**config.mk**
```make
export PLATFORM = sky130hd
export DESIGN_NAME = alarm_cmp_top
export DESIGN_NICKNAME = d
export VERILOG_FILES = /design/src/rtl/alarm_cmp_pkg.sv /design/src/rtl/alarm_ram_bank.sv /design/src/rtl/alarm_digit_cmp.sv /design/src/rtl/alarm_cmp_top.sv
export SDC_FILE = /design/constraint.sdc
export NUM_CORES = 1
export LEC_CHECK = 0
export CAP_MARGIN = 10
export CORE_MARGIN = 4
export CORE_UTILIZATION = 53
export DETAILED_ROUTE_END_ITERATION = 12
export HOLD_SLACK_MARGIN = 0.08
export PLACE_DENSITY = 0.83
export SETUP_SLACK_MARGIN = 0.15
export SLEW_MARGIN = 15
export SYNTH_ARGS = -nofsm -noshare
export SYNTH_HDL_FRONTEND = slang
export SYNTH_SLANG_ARGS = --single-unit
```
**constraint.sdc**
```tcl
create_clock -name clk -period 2.65 [get_ports clk]
set_input_delay 0.265 -clock clk [delete_from_list [all_inputs] [get_ports clk]]
set_output_delay 0.265 -clock clk [all_outputs]
set_load 0.01 [all_outputs]
```
**src/rtl/alarm_cmp_pkg.sv**
```systemverilog
// Package alarm_cmp_pkg
// Shared constants and per-position digit attributes for the alarm
// comparator. Assumes the counter exposes 16 nibble positions, two per
// byte address, low nibble first.
package alarm_cmp_pkg;
    localparam int DIGIT_W  = 4;
    localparam int NUM_POS  = 16;
    localparam int SKIP_LO  = 0;
    localparam int SKIP_HI  = 11;
    localparam int NUM_ROWS = NUM_POS / 2;
    localparam int BYTE_W   = 2 * DIGIT_W;

    // Bits a BCD digit at this counter position can actually use.
    function automatic logic [DIGIT_W-1:0] used_bits(input int pos);
        case (pos)
            1, 2, 3, 4, 6, 8, 12, 14: used_bits = 4'hF;
            5, 7, 10:                 used_bits = 4'h7;
            9, 13:                    used_bits = 4'h3;
            15:                       used_bits = 4'h1;
            default:                  used_bits = 4'h0;
        endcase
    endfunction

    // True for positions that take part in the compare and own storage.
    function automatic bit is_compared(input int pos);
        is_compared = (pos != SKIP_LO) && (pos != SKIP_HI);
    endfunction
endpackage

```
**src/rtl/alarm_ram_bank.sv**
```systemverilog
// Module alarm_ram_bank
// Byte-addressed nibble storage laid out like the counter. Only compared
// positions own a register; skipped positions read as zero. Assumes one
// write per cycle and a combinational read path.
module alarm_ram_bank
    import alarm_cmp_pkg::*;
#(
    parameter int ADDR_W   = 4,
    parameter int RAM_BASE = 8
) (
    input  logic                       clk,
    input  logic                       rst_n,
    input  logic [ADDR_W-1:0]          bus_addr,
    input  logic                       bus_wr,
    input  logic [BYTE_W-1:0]          bus_wdata,
    output logic [BYTE_W-1:0]          bus_rdata,
    output logic [NUM_POS*DIGIT_W-1:0] ram_nibbles
);
    localparam logic [ADDR_W-1:0] BASE_A = ADDR_W'(RAM_BASE);
    localparam logic [ADDR_W-1:0] ROWS_A = ADDR_W'(NUM_ROWS);

    logic [ADDR_W-1:0]  row_off;
    logic               hit;
    logic [DIGIT_W-1:0] ram_q [NUM_POS];
    logic [BYTE_W-1:0]  row_keep;

    // Decode whether the address falls in the RAM window.
    always_comb begin
        row_off = bus_addr - BASE_A;
        hit     = (bus_addr >= BASE_A) && (row_off < ROWS_A);
    end

    for (genvar p = 0; p < NUM_POS; p++) begin : g_pos
        if (is_compared(p)) begin : g_store
            // Capture this position's nibble when its row is written.
            always_ff @(posedge clk) begin
                if (!rst_n)
                    ram_q[p] <= '0;
                else if (bus_wr && hit && (row_off == ADDR_W'(p / 2)))
                    ram_q[p] <= bus_wdata[(p % 2)*DIGIT_W +: DIGIT_W];
            end
        end else begin : g_absent
            assign ram_q[p] = '0;
        end
        assign ram_nibbles[p*DIGIT_W +: DIGIT_W] = ram_q[p];
    end

    // Select the addressed row onto the read bus; zero outside the window.
    always_comb begin
        bus_rdata = '0;
        row_keep  = '0;
        for (int r = 0; r < NUM_ROWS; r++) begin
            if (hit && (row_off == ADDR_W'(r))) begin
                bus_rdata = {ram_q[2*r+1], ram_q[2*r]};
                row_keep  = {{DIGIT_W{is_compared(2*r+1)}}, {DIGIT_W{is_compared(2*r)}}};
            end
        end
    end

    // A write in the window reads back next cycle at the same address.
    assert_wr_readback_R2: assert property (@(posedge clk) disable iff (!rst_n)
        (bus_wr && hit) |=> ((bus_addr != $past(bus_addr)) ||
                             (bus_rdata == $past(bus_wdata & row_keep))));

    // A write outside the window leaves the storage unchanged.
    assert_outside_wr_ignored_R4: assert property (@(posedge clk) disable iff (!rst_n)
        (bus_wr && !hit) |=> $stable(ram_nibbles));
endmodule

```
**src/rtl/alarm_digit_cmp.sv**
```systemverilog
// Module alarm_digit_cmp
// Per-position comparator. A stored nibble with its two top bits set is a
// wildcard; otherwise it must equal the counter digit with unused bits
// cleared. Skipped positions always agree. Purely combinational.
module alarm_digit_cmp
    import alarm_cmp_pkg::*;
(
    input  logic [NUM_POS*DIGIT_W-1:0] ram_nibbles,
    input  logic [NUM_POS*DIGIT_W-1:0] cnt_digits,
    output logic                       all_agree
);
    logic [NUM_POS-1:0] agree;

    for (genvar p = 0; p < NUM_POS; p++) begin : g_cmp
        if (is_compared(p)) begin : g_live
            logic [DIGIT_W-1:0] stored;
            logic [DIGIT_W-1:0] live;
            // Mask the counter digit and test it against the stored nibble.
            always_comb begin
                stored   = ram_nibbles[p*DIGIT_W +: DIGIT_W];
                live     = cnt_digits[p*DIGIT_W +: DIGIT_W] & used_bits(p);
                agree[p] = (stored[DIGIT_W-1 -: 2] == 2'b11) || (stored == live);
            end
        end else begin : g_skip
            assign agree[p] = 1'b1;
        end
    end

    // Combine all position results.
    assign all_agree = &agree;
endmodule

```
**src/rtl/alarm_cmp_top.sv**
```systemverilog
// Module alarm_cmp_top
// Alarm RAM plus digit comparator with a registered match flag. Assumes the
// counter bus is synchronous to clk; the flag lags its inputs by one edge so
// digit ripple never reaches the interrupt logic.
module alarm_cmp_top
    import alarm_cmp_pkg::*;
#(
    parameter int ADDR_W   = 4,
    parameter int RAM_BASE = 8
) (
    input  logic                       clk,
    input  logic                       rst_n,
    input  logic [ADDR_W-1:0]          bus_addr,
    input  logic                       bus_wr,
    input  logic [BYTE_W-1:0]          bus_wdata,
    output logic [BYTE_W-1:0]          bus_rdata,
    input  logic [NUM_POS*DIGIT_W-1:0] cnt_digits,
    output logic                       alarm_match
);
    logic [NUM_POS*DIGIT_W-1:0] ram_nibbles;
    logic                       all_agree;
    logic                       all_wild;

    alarm_ram_bank #(.ADDR_W(ADDR_W), .RAM_BASE(RAM_BASE)) ram_i (
        .clk        (clk),
        .rst_n      (rst_n),
        .bus_addr   (bus_addr),
        .bus_wr     (bus_wr),
        .bus_wdata  (bus_wdata),
        .bus_rdata  (bus_rdata),
        .ram_nibbles(ram_nibbles)
    );

    alarm_digit_cmp cmp_i (
        .ram_nibbles(ram_nibbles),
        .cnt_digits (cnt_digits),
        .all_agree  (all_agree)
    );

    // Register the compare result for a glitch-free flag.
    always_ff @(posedge clk) begin
        if (!rst_n)
            alarm_match <= 1'b0;
        else
            alarm_match <= all_agree;
    end

    // Assertion helper: every stored nibble is a wildcard.
    always_comb begin
        all_wild = 1'b1;
        for (int p = 0; p < NUM_POS; p++)
            if (is_compared(p) && (ram_nibbles[p*DIGIT_W+2 +: 2] != 2'b11))
                all_wild = 1'b0;
    end

    // A RAM made of wildcards matches whatever the counter shows.
    assert_all_wild_match_R7: assert property (@(posedge clk) disable iff (!rst_n)
        all_wild |=> alarm_match);

    // With counter and RAM held steady, the flag does not move.
    assert_flag_stable_R10: assert property (@(posedge clk) disable iff (!rst_n)
        ($past(rst_n) && $stable(cnt_digits) && !bus_wr && !$past(bus_wr))
            |=> $stable(alarm_match));
endmodule

```
Word-level counts from Yosys, hierarchy flattened
Index checks and enable logic that the tools add are counted.
{"block": "classes", "addsub": 1, "reduce_logical": 34, "muxes": 8, "n_lt_le_gt_ge": 2, "n_eq_ne": 35}
{"operator": "8-bit 2-to-1 mux", "n": 8}
{"operator": "4-bit equality test", "n": 8}
{"operator": "2-bit equality test, second input constant", "n": 14}
{"operator": "1-bit logical AND", "n": 18}
{"operator": "4-bit by 3-bit equality test with 1-bit output, second input constant", "n": 4}
{"operator": "1-bit logical OR", "n": 14}
{"operator": "14-bit AND reduction", "n": 1}
{"operator": "4-bit by 3-bit equality test with 1-bit output", "n": 3}
{"operator": "4-bit by 2-bit equality test with 1-bit output", "n": 2}
{"operator": "4-bit by 2-bit equality test with 1-bit output, second input constant", "n": 2}
{"operator": "4-bit by 1-bit equality test with 1-bit output", "n": 1}
{"operator": "4-bit by 1-bit equality test with 1-bit output, second input constant", "n": 1}
{"operator": "4-bit >= comparator, second input constant", "n": 1}
{"operator": "4-bit logical NOT", "n": 1}
{"operator": "4-bit less-than comparator, second input constant", "n": 1}
{"operator": "4-bit subtractor, second input constant", "n": 1}
{"block": "word_totals", "wordCells": 95, "ff_bits": 57, "in_bits": 79, "out_inout_bits": 9}

Logic depth before layout (Yosys ltp)
Gate-level depths: netlist of the first run.
{"block": "depth", "word_depth": 12, "ltp_mapped": 8, "depth_no_buf": 5}

By module
From an unflattened synthesis of the first run, not the netlist that was laid out.
{"block": "unflattened", "hier_cells": 437, "area_unflattened_um2": 3649.8}
{"mod": "alarm_ram_bank", "cells_each": 340, "area_per_inst_um2": 2922.8, "seq_area_each_um2": 1121.1, "instances": 1}
{"mod": "alarm_digit_cmp", "cells_each": 95, "area_per_inst_um2": 700.7, "seq_area_each_um2": 0.0, "instances": 1}
{"mod": "alarm_cmp_top", "cells_each": 2, "area_per_inst_um2": 26.3, "seq_area_each_um2": 20.0, "instances": 1}

Least setup slack after synthesis of the first run
Ideal clock, no wire load.
{"block": "synth_timing", "path_type": "input to output", "from": "in bus_addr[3]", "to": "out bus_rdata[2]", "path_buffers": 2, "path_stages": 7, "setup_slack_ns": 0.976, "t_arrival_ns": 1.409, "t_required_ns": 2.385, "path_cell_list": "buf_2 and4b_1 buf_2 a221oi_1 a211oi_1 o22ai_1 o21a_1"}
{"block": "synth_between", "elab_chain_cells": 11, "elab_cells_between_ends": 25, "cone_classes": "1 x add/sub; 2 x order compare; 7 x eq/ne; 7 x mux; 8 x reduce/logical"}
{"item": "start: declaration", "line_no": "alarm_cmp_top.sv:13", "source": "input logic [ADDR_W-1:0] bus_addr,"}
{"item": "4-bit subtractor", "line_no": "alarm_ram_bank.sv:29", "source": "row_off = bus_addr - BASE_A;"}
{"item": "4-bit less-than comparator", "line_no": "alarm_ram_bank.sv:30", "source": "hit = (bus_addr >= BASE_A) && (row_off < ROWS_A);"}
{"item": "1-bit logical AND", "line_no": "alarm_ram_bank.sv:30"}
{"item": "1-bit logical AND", "line_no": "alarm_ram_bank.sv:53", "source": "if (hit && (row_off == ADDR_W'(r))) begin"}
{"item": "8-bit 2-to-1 mux (6 in a row)", "line_no": "alarm_ram_bank.sv:53"}
{"item": "8-bit 2-to-1 mux *", "line_no": "alarm_ram_bank.sv:53"}
{"item": "end: declaration", "line_no": "alarm_cmp_top.sv:16", "source": "output logic [BYTE_W-1:0] bus_rdata,"}
Every way passes the cells marked *; elsewhere a longest branch is shown, timed or not.

Final worst setup path of the first run
{"block": "layout_timing", "from": "in bus_addr[1]", "to": "out bus_rdata[2]"}
Same word-level chain as after synthesis.

==> flow_metrics.tcl, run 1 <==
set metrics [dict create \
    status "completed" \
    ir_drop_mv 0.3535 \
    syn_nets 482 \
    coreArea_mm2 0.006061 \
    setup_viol 0 \
    synth_area_leaders "dfxtp_1, mux2i_1, nor2b_1, xnor2_1, a21boi_0" \
    netlist_area_mm2 0.003369 \
    hpwl_um 7453 \
    vias 3351 \
    yosys.area.top_type_share_pct 33.87 \
    clock_skew_ns 0.005882 \
    pre_cts_ws_ns -0.007378 \
    firstDrtPassIters 6 \
    whs_ns 0.4964 \
    overflow 0 \
    areaGrowthSynthToFinish_pct 32.49 \
    synth.most_common_cell "dfxtp_1" \
    cp.arrival_ns 2.13 \
    p_total_mw 2.145 \
    rsz0062_at_grt "yes" \
    rows 28 \
    hold_path_class "flip-flop to flip-flop" \
    timing.rr.start "ram_i.ram_nibbles[23]$_SDFFE_PN0P_" \
    grt_pass1_wl_um 16270 \
    avgSynthCellArea_um2 8.361 \
    fin_crit_sh_pct 90.25 \
    die_height_um 87.74 \
    final_area_mm2 0.004464 \
    drc 0 \
    critPathLaunch "bus_addr[1]" \
    min-delay-start "ram_i.ram_nibbles[24]$_SDFFE_PN0P_" \
    cp-end-kind "primary output" \
    track_usage_pct 27.65 \
    clock_latency_ns 0.34 \
    synth-edff-count 0 \
    cts_buffer_depth 2 \
    clk_pin_slew_ns 0.07 \
    path_cells "clkdlybuf4s50_1 > buf_4 > nor4bb_2 > buf_4 > buf_4 > a211oi_1 > o22ai_1 > o21a_1 > dlygate4sd2_1" \
    clock_sinks 57 \
    async_reset_ff_share_pct 0 \
    first_iter_violations 385 \
    synth.distinct_cells 43 \
    dpl_cell_area_mm2 0.004205 \
    n_antenna_cell 0 \
    multiInputGateArea_mm2 0.002106 \
    slew_headroom_pct 58.37 \
    synthFlopType "dfxtp_1" \
    nFillCells 470 \
    gp_congestion 0.9477 \
    io_pins 88 \
    worst-setup-path-type "input pin to primary output" \
    crit_required_ns 2.38 \
    synth_commonest_cells "dfxtp_1, nand2_1, nor2b_1" \
    drive_above_1_share_pct 10.27 \
    postCtsHoldBufs 0 \
    max_freq_mhz 418.1 \
    antenna_left 0 \
    wl_um 10170 \
    yosys.area.top_type "dfxtp_1" \
    max_stage_delay_ns 0.42 \
    setup_tns_ns 0 \
    crit_top_cell "buf_4" \
    wl_per_cell_um 18.09 \
    critPathSlowestCell "clkdlybuf4s50_1" \
    die_w_um 87.74 \
    min_period_ns 2.392 \
    grt_start_max_net_pins 57 \
    startpoint_type "input pin" \
    synthCells 403 \
    finalWorstSetupSlack_ns 0.2585 \
    p_per_area_mw_per_mm2 480.6 \
    path_max_fanout 12 \
    cellLeakagePower_nw 1.684 \
    ys_ff_latch 57 \
    drv_slew 0 \
    grt_pass1_vias 3347 \
    portBuffers 69 \
    antenna_found_initial 0 \
    dieArea_mm2 0.007697 \
    tightest_slew_ns 0.6226 \
    drv_cap 0 \
    cts_tree "done" \
    htreeDepth 3 \
    utilization_pct 73.66 \
    dp.cells 543 \
    numCtsBuffers 9 \
    finalHoldViolCount 0 \
    ff_latch_area_mm2 0.001141 \
    ys_seq_area_share_pct 33.87 \
    start_util_pct 55.59 \
    root_buffer "clkbuf_8" \
    final_cells 562 \
    vias_per_cell 5.963 \
    layout.nets 562 \
    ys.warnings.count 0 \
]
[state kept, by name (all words and copies together), names as in the netlist]
register and cells:
alarm_match 1, ram_i.ram_nibbles 56
[power breakdown]
| group | internal [mW] | switching (mW) | leakage (nW) |
|---|---|---|---|
| clock | 0.602 | 0.345 | 0.116 |
| combinational | 0.174 | 0.145 | 1.11 |
| sequential | 0.868 | 0.0127 | 0.460 |
| total | 1.64 | 0.502 | 1.68 |
[cell type report]
| type | instances | area share [%] |
|---|---|---|
| Multi-Input combinational cell | 312 | 47.17 |
| Sequential cell | 57 | 25.56 |
| Timing Repair Buffer | 92 | 19.11 |
| Clock buffer | 13 | 3.784 |
| Tap cell | 75 | 2.102 |
| Clock inverter | 2 | 1.345 |
| Inverter | 11 | 0.9249 |
[cells in the final DEF, fill, tap and decap left out, types with 3 or more instances in the layout]
| cell | count |
|---|---|
| a21oi_1 | 16 |
| dlygate4sd2_1 | 3 |
| o21bai_1 | 8 |
| nand2_1 | 41 |
| clkdlybuf4s50_1 | 61 |
| a2bb2oi_1 | 4 |
| o2111ai_1 | 4 |
| clkbuf_8 | 12 |
| mux2i_1 | 35 |
| o22ai_1 | 4 |
| nand2b_1 | 3 |
| dfxtp_1 | 57 |
| nor2_1 | 11 |
| nor3_1 | 3 |
| clkbuf_2 | 3 |
| buf_4 | 22 |
| a22oi_1 | 10 |
| xor2_1 | 6 |
| nor4_1 | 3 |
| nor2b_1 | 38 |
| a211oi_1 | 3 |
| xnor2_1 | 24 |
| inv_1 | 11 |
| o21ai_0 | 12 |
| a21boi_0 | 26 |
| nand3_1 | 32 |
[kinds of logic (layout without fill, tap and decap cells)]
kind of cell / Yosys count / in the layout / synth area share (%)
AOI/OAI and AO/OA: 102 / 102 / 20.87
muxes: 36 / 36 / 10.73
DFF: 57 / 57 / 33.87
and+or+nand+nor: 144 / 144 / 22.61
xor gates and xnor gates: 30 / 30 / 7.798
buffers and inverters: 34 / 118 / 4.122
[critical path: cells and delay by family]
kind                   cells  cell delay (ns)
buffers and inverters      5             1.15
AND/OR/NAND/NOR            1             0.29
AO/OA/AOI/OAI              3             0.41
[final timing paths]
| check | end | slack (ns) | depth (start not counted) |
|---|---|---|---|
| setup / recovery | bus_rdata[2] | 0.26 | 9 |
| hold / removal | ram_i.ram_nibbles[24]$_SDFFE_PN0P_ | 0.50 | 2 |
| setup reg to reg | alarm_match$_SDFF_PN0_ | 0.93 | 5 |
| hold reg to reg | ram_i.ram_nibbles[24]$_SDFFE_PN0P_ | 0.50 | 2 |
[metal layers]
metal,global-route usage (%),wire length [µm]
met5,0,0
met4,12.55,362
met3,4.892,887
met2,45.14,4738
met1,35.59,4177
[what timing repair did]
action,4_1_cts,5_1_grt
setup endpoints to repair,8,5
pin swaps,1,2
buffers inserted,2,2
gates resized for setup,9,10
(Power assumes the default switching activity.)
==> run 2: changes to the inputs <==
--- a/config.mk
+++ b/config.mk
@@ -11,7 +11,7 @@
 export DETAILED_ROUTE_END_ITERATION = 12
 export HOLD_SLACK_MARGIN = 0.08
 export PLACE_DENSITY = 0.83
-export SETUP_SLACK_MARGIN = 0.15
+export SETUP_SLACK_MARGIN = 0.2
 export SLEW_MARGIN = 15
 export SYNTH_ARGS = -nofsm -noshare
 export SYNTH_HDL_FRONTEND = slang
==> run 2 against run 1 <==
  * Via count up 0.69%
  * Non-clock buffer count unchanged
  * Flip-flop and latch count unchanged
  * Sequential share of layout area about the same
  * Largest power group unchanged
  * Critical path type unchanged
  * Setup slack worse by 0.0012 ns
  * Final cell count unchanged
  * Wire length down 0.26%
  * Critical path depth unchanged
  * Register-to-register slack about the same
==> flow_metrics.tcl, run 2 (same netlist as run 1, synthesis figures left out) <==
set metrics [dict create \
    status "completed" \
    max_freq_mhz 417.9 \
    clock_skew_ns 0.003909 \
    p_seq_share_pct 41.1 \
    clock_latency_ns 0.34 \
    slew_headroom_pct 58.78 \
    p_int_mw 1.644 \
    portBuffers 69 \
    numCtsBuffers 9 \
    io_pins 88 \
    rows 28 \
    overflow 0 \
    postCtsHoldBufs 0 \
    p_per_area_mw_per_mm2 479.3 \
    layout.nets 562 \
    start_util_pct 55.59 \
    grt_pass1_vias 3347 \
    pre_cts_ws_ns -0.007378 \
    largest_reg_flops 56 \
    drive_above_1_share_pct 10.27 \
    r2r_setup_slack_ns 0.93 \
    path_max_fanout 11 \
    wl_per_cell_um 18.04 \
    cts_buffer_depth 2 \
    finalHoldViolCount 0 \
    grt_start_max_net_pins 57 \
    max_stage_delay_ns 0.46 \
    nFillCells 468 \
    drv_slew 0 \
    cts_tree "done" \
    min-delay-start "ram_i.ram_nibbles[25]$_SDFFE_PN0P_" \
    setup_viol 0 \
    finalWorstSetupSlack_ns 0.2572 \
    cellLeakagePower_nw 1.688 \
    p_sw_uw 499.1 \
    drv_cap 0 \
    rr_endpoint "alarm_match$_SDFF_PN0_" \
    fin_crit_sh_pct 90.29 \
    worst-setup-path-type "input pin to primary output" \
    vias 3374 \
    crit_top_cell "buf_4" \
    coreArea_mm2 0.006061 \
    firstDrtPassIters 5 \
    root_buffer "clkbuf_8" \
    die_w_um 87.74 \
    cp.arrival_ns 2.13 \
    hold_end "ram_i.ram_nibbles[25]$_SDFFE_PN0P_" \
    final_cells 562 \
    tightest_slew_ns 0.6165 \
    p_sw_share_pct 23.29 \
    n_antenna_cell 0 \
    vias_per_cell 6.004 \
    final_common_cell "clkdlybuf4s50_1" \
    setup_tns_ns 0 \
    rr_worst_depth 5 \
    track_usage_pct 27.65 \
    crit_family "buffers and inverters" \
    timing.rr.start "ram_i.ram_nibbles[23]$_SDFFE_PN0P_" \
    crit_required_ns 2.38 \
    htreeDepth 3 \
    cp-end-kind "primary output" \
    hpwl_um 7453 \
    wl_um 10140 \
    clk_pin_slew_ns 0.06 \
    areaGrowthSynthToFinish_pct 32.71 \
    antenna_left 0 \
    dieArea_mm2 0.007697 \
    min_period_ns 2.393 \
    hold_depth 2 \
    utilization_pct 73.78 \
    hold_path_class "flip-flop to flip-flop" \
    dp.cells 543 \
    drc 0 \
    clkPwrFrac_pct 44.0 \
    critPathBufInv 5 \
    die_height_um 87.74 \
    rsz0062_at_grt "yes" \
    gp_congestion 0.9477 \
    clock_sinks 57 \
    critPathSlowestCell "clkdlybuf4s50_1" \
    combPwrFrac_pct 14.9 \
    startpoint_type "input pin" \
    first_iter_violations 356 \
    grt_pass1_wl_um 16270 \
    final_cell_mix "clkdlybuf4s50_1, dfxtp_1, nand2_1, nor2b_1, mux2i_1" \
    antenna_found_initial 0 \
    path_cells "clkdlybuf4s50_1 > buf_6 > nor4bb_2 > buf_4 > buf_4 > a211oi_1 > o22ai_1 > o21a_1 > dlygate4sd2_1" \
    ir_drop_mv 0.3529 \
]
run 2: cell types whose count changed in the layout (fill, tap and decap cells not counted), sizes merged:
cell,change
buf,+2
clkbuf,-2
run 2: cell type report:
type | instances | area, µm² | share of cell area, %
Multi-Input combinational cell | 312 | 2106 | 47.09
Sequential cell | 57 | 1141 | 25.52
Timing Repair Buffer | 92 | 860.8 | 19.25
Clock buffer | 13 | 168.9 | 3.777
Tap cell | 75 | 93.84 | 2.098
Clock inverter | 2 | 60.06 | 1.343
Inverter | 11 | 41.29 | 0.9233
run 2: power by group through the flow:
stage	Clock (mW)	Combinational (mW)	Sequential [mW]
after floorplan	0	0.143	0.895
after global placement	0	0.309	0.898
after detailed placement	0	0.312	0.899
after CTS	0.947	0.314	0.880
after global routing	0.989	0.341	0.881
final	0.943	0.319	0.881
run 2: worst max path at each step:
| stage | from | to | depth (start not counted) |
|---|---|---|---|
| after global routing | bus_addr[3] | bus_rdata[0] | 9 |
| after floorplan | bus_addr[3] | bus_rdata[2] | 7 |
| after CTS | bus_addr[0] | bus_rdata[1] | 8 |
| after detailed placement | bus_addr[1] | bus_rdata[6] | 7 |
| final | bus_addr[0] | bus_rdata[2] | 9 |
| after global placement | bus_addr[2] | bus_rdata[2] | 7 |
run 2: worst reg2reg max path, delay by kind of cell (launching register included):
kind	cells	cell delay (ns)
flip-flops	1	0.36
AO/OA/AOI/OAI	1	0.13
XOR/XNOR	1	0.21
AND/OR/NAND/NOR	3	0.94
run 2: repair_timing:
action,CTS,global route
buffers inserted,2,2
endpoints found under the setup margin,8,5
gates resized for setup,9,15
pin swaps,1,3
run 2: layer usage:
metal | vias up | GRT usage, % | part of all wire [%]
li1 | 1592 | - | -
met1 | 1580 | 35.59 | 42
met2 | 170 | 45.14 | 47
met3 | 32 | 4.892 | 8.0
met4 | 0 | 12.55 | 3.1
met5 | - | 0 | 0
run 2: metrics by stage:
stage	instance area, µm²	hold WS, ns	power [mW]
3_3_place_gp	4205	0.4784	1.208
3_5_place_dp	4205	0.4863	1.211
2_1_floorplan	3369	0.4114	1.038
5_1_grt	4472	0.5264	2.212
4_1_cts	4453	0.4949	2.141
6_report	4472	0.4957	2.143
==> run 3: changes to the inputs <==
--- a/config.mk
+++ b/config.mk
@@ -12,7 +12,7 @@
 export HOLD_SLACK_MARGIN = 0.08
 export PLACE_DENSITY = 0.83
 export SETUP_SLACK_MARGIN = 0.2
-export SLEW_MARGIN = 15
+export SLEW_MARGIN = 10
 export SYNTH_ARGS = -nofsm -noshare
 export SYNTH_HDL_FRONTEND = slang
 export SYNTH_SLANG_ARGS = --single-unit
==> results of run 3 <==
Same layout as run 2: the final DEF is identical, and so are final timing and power.
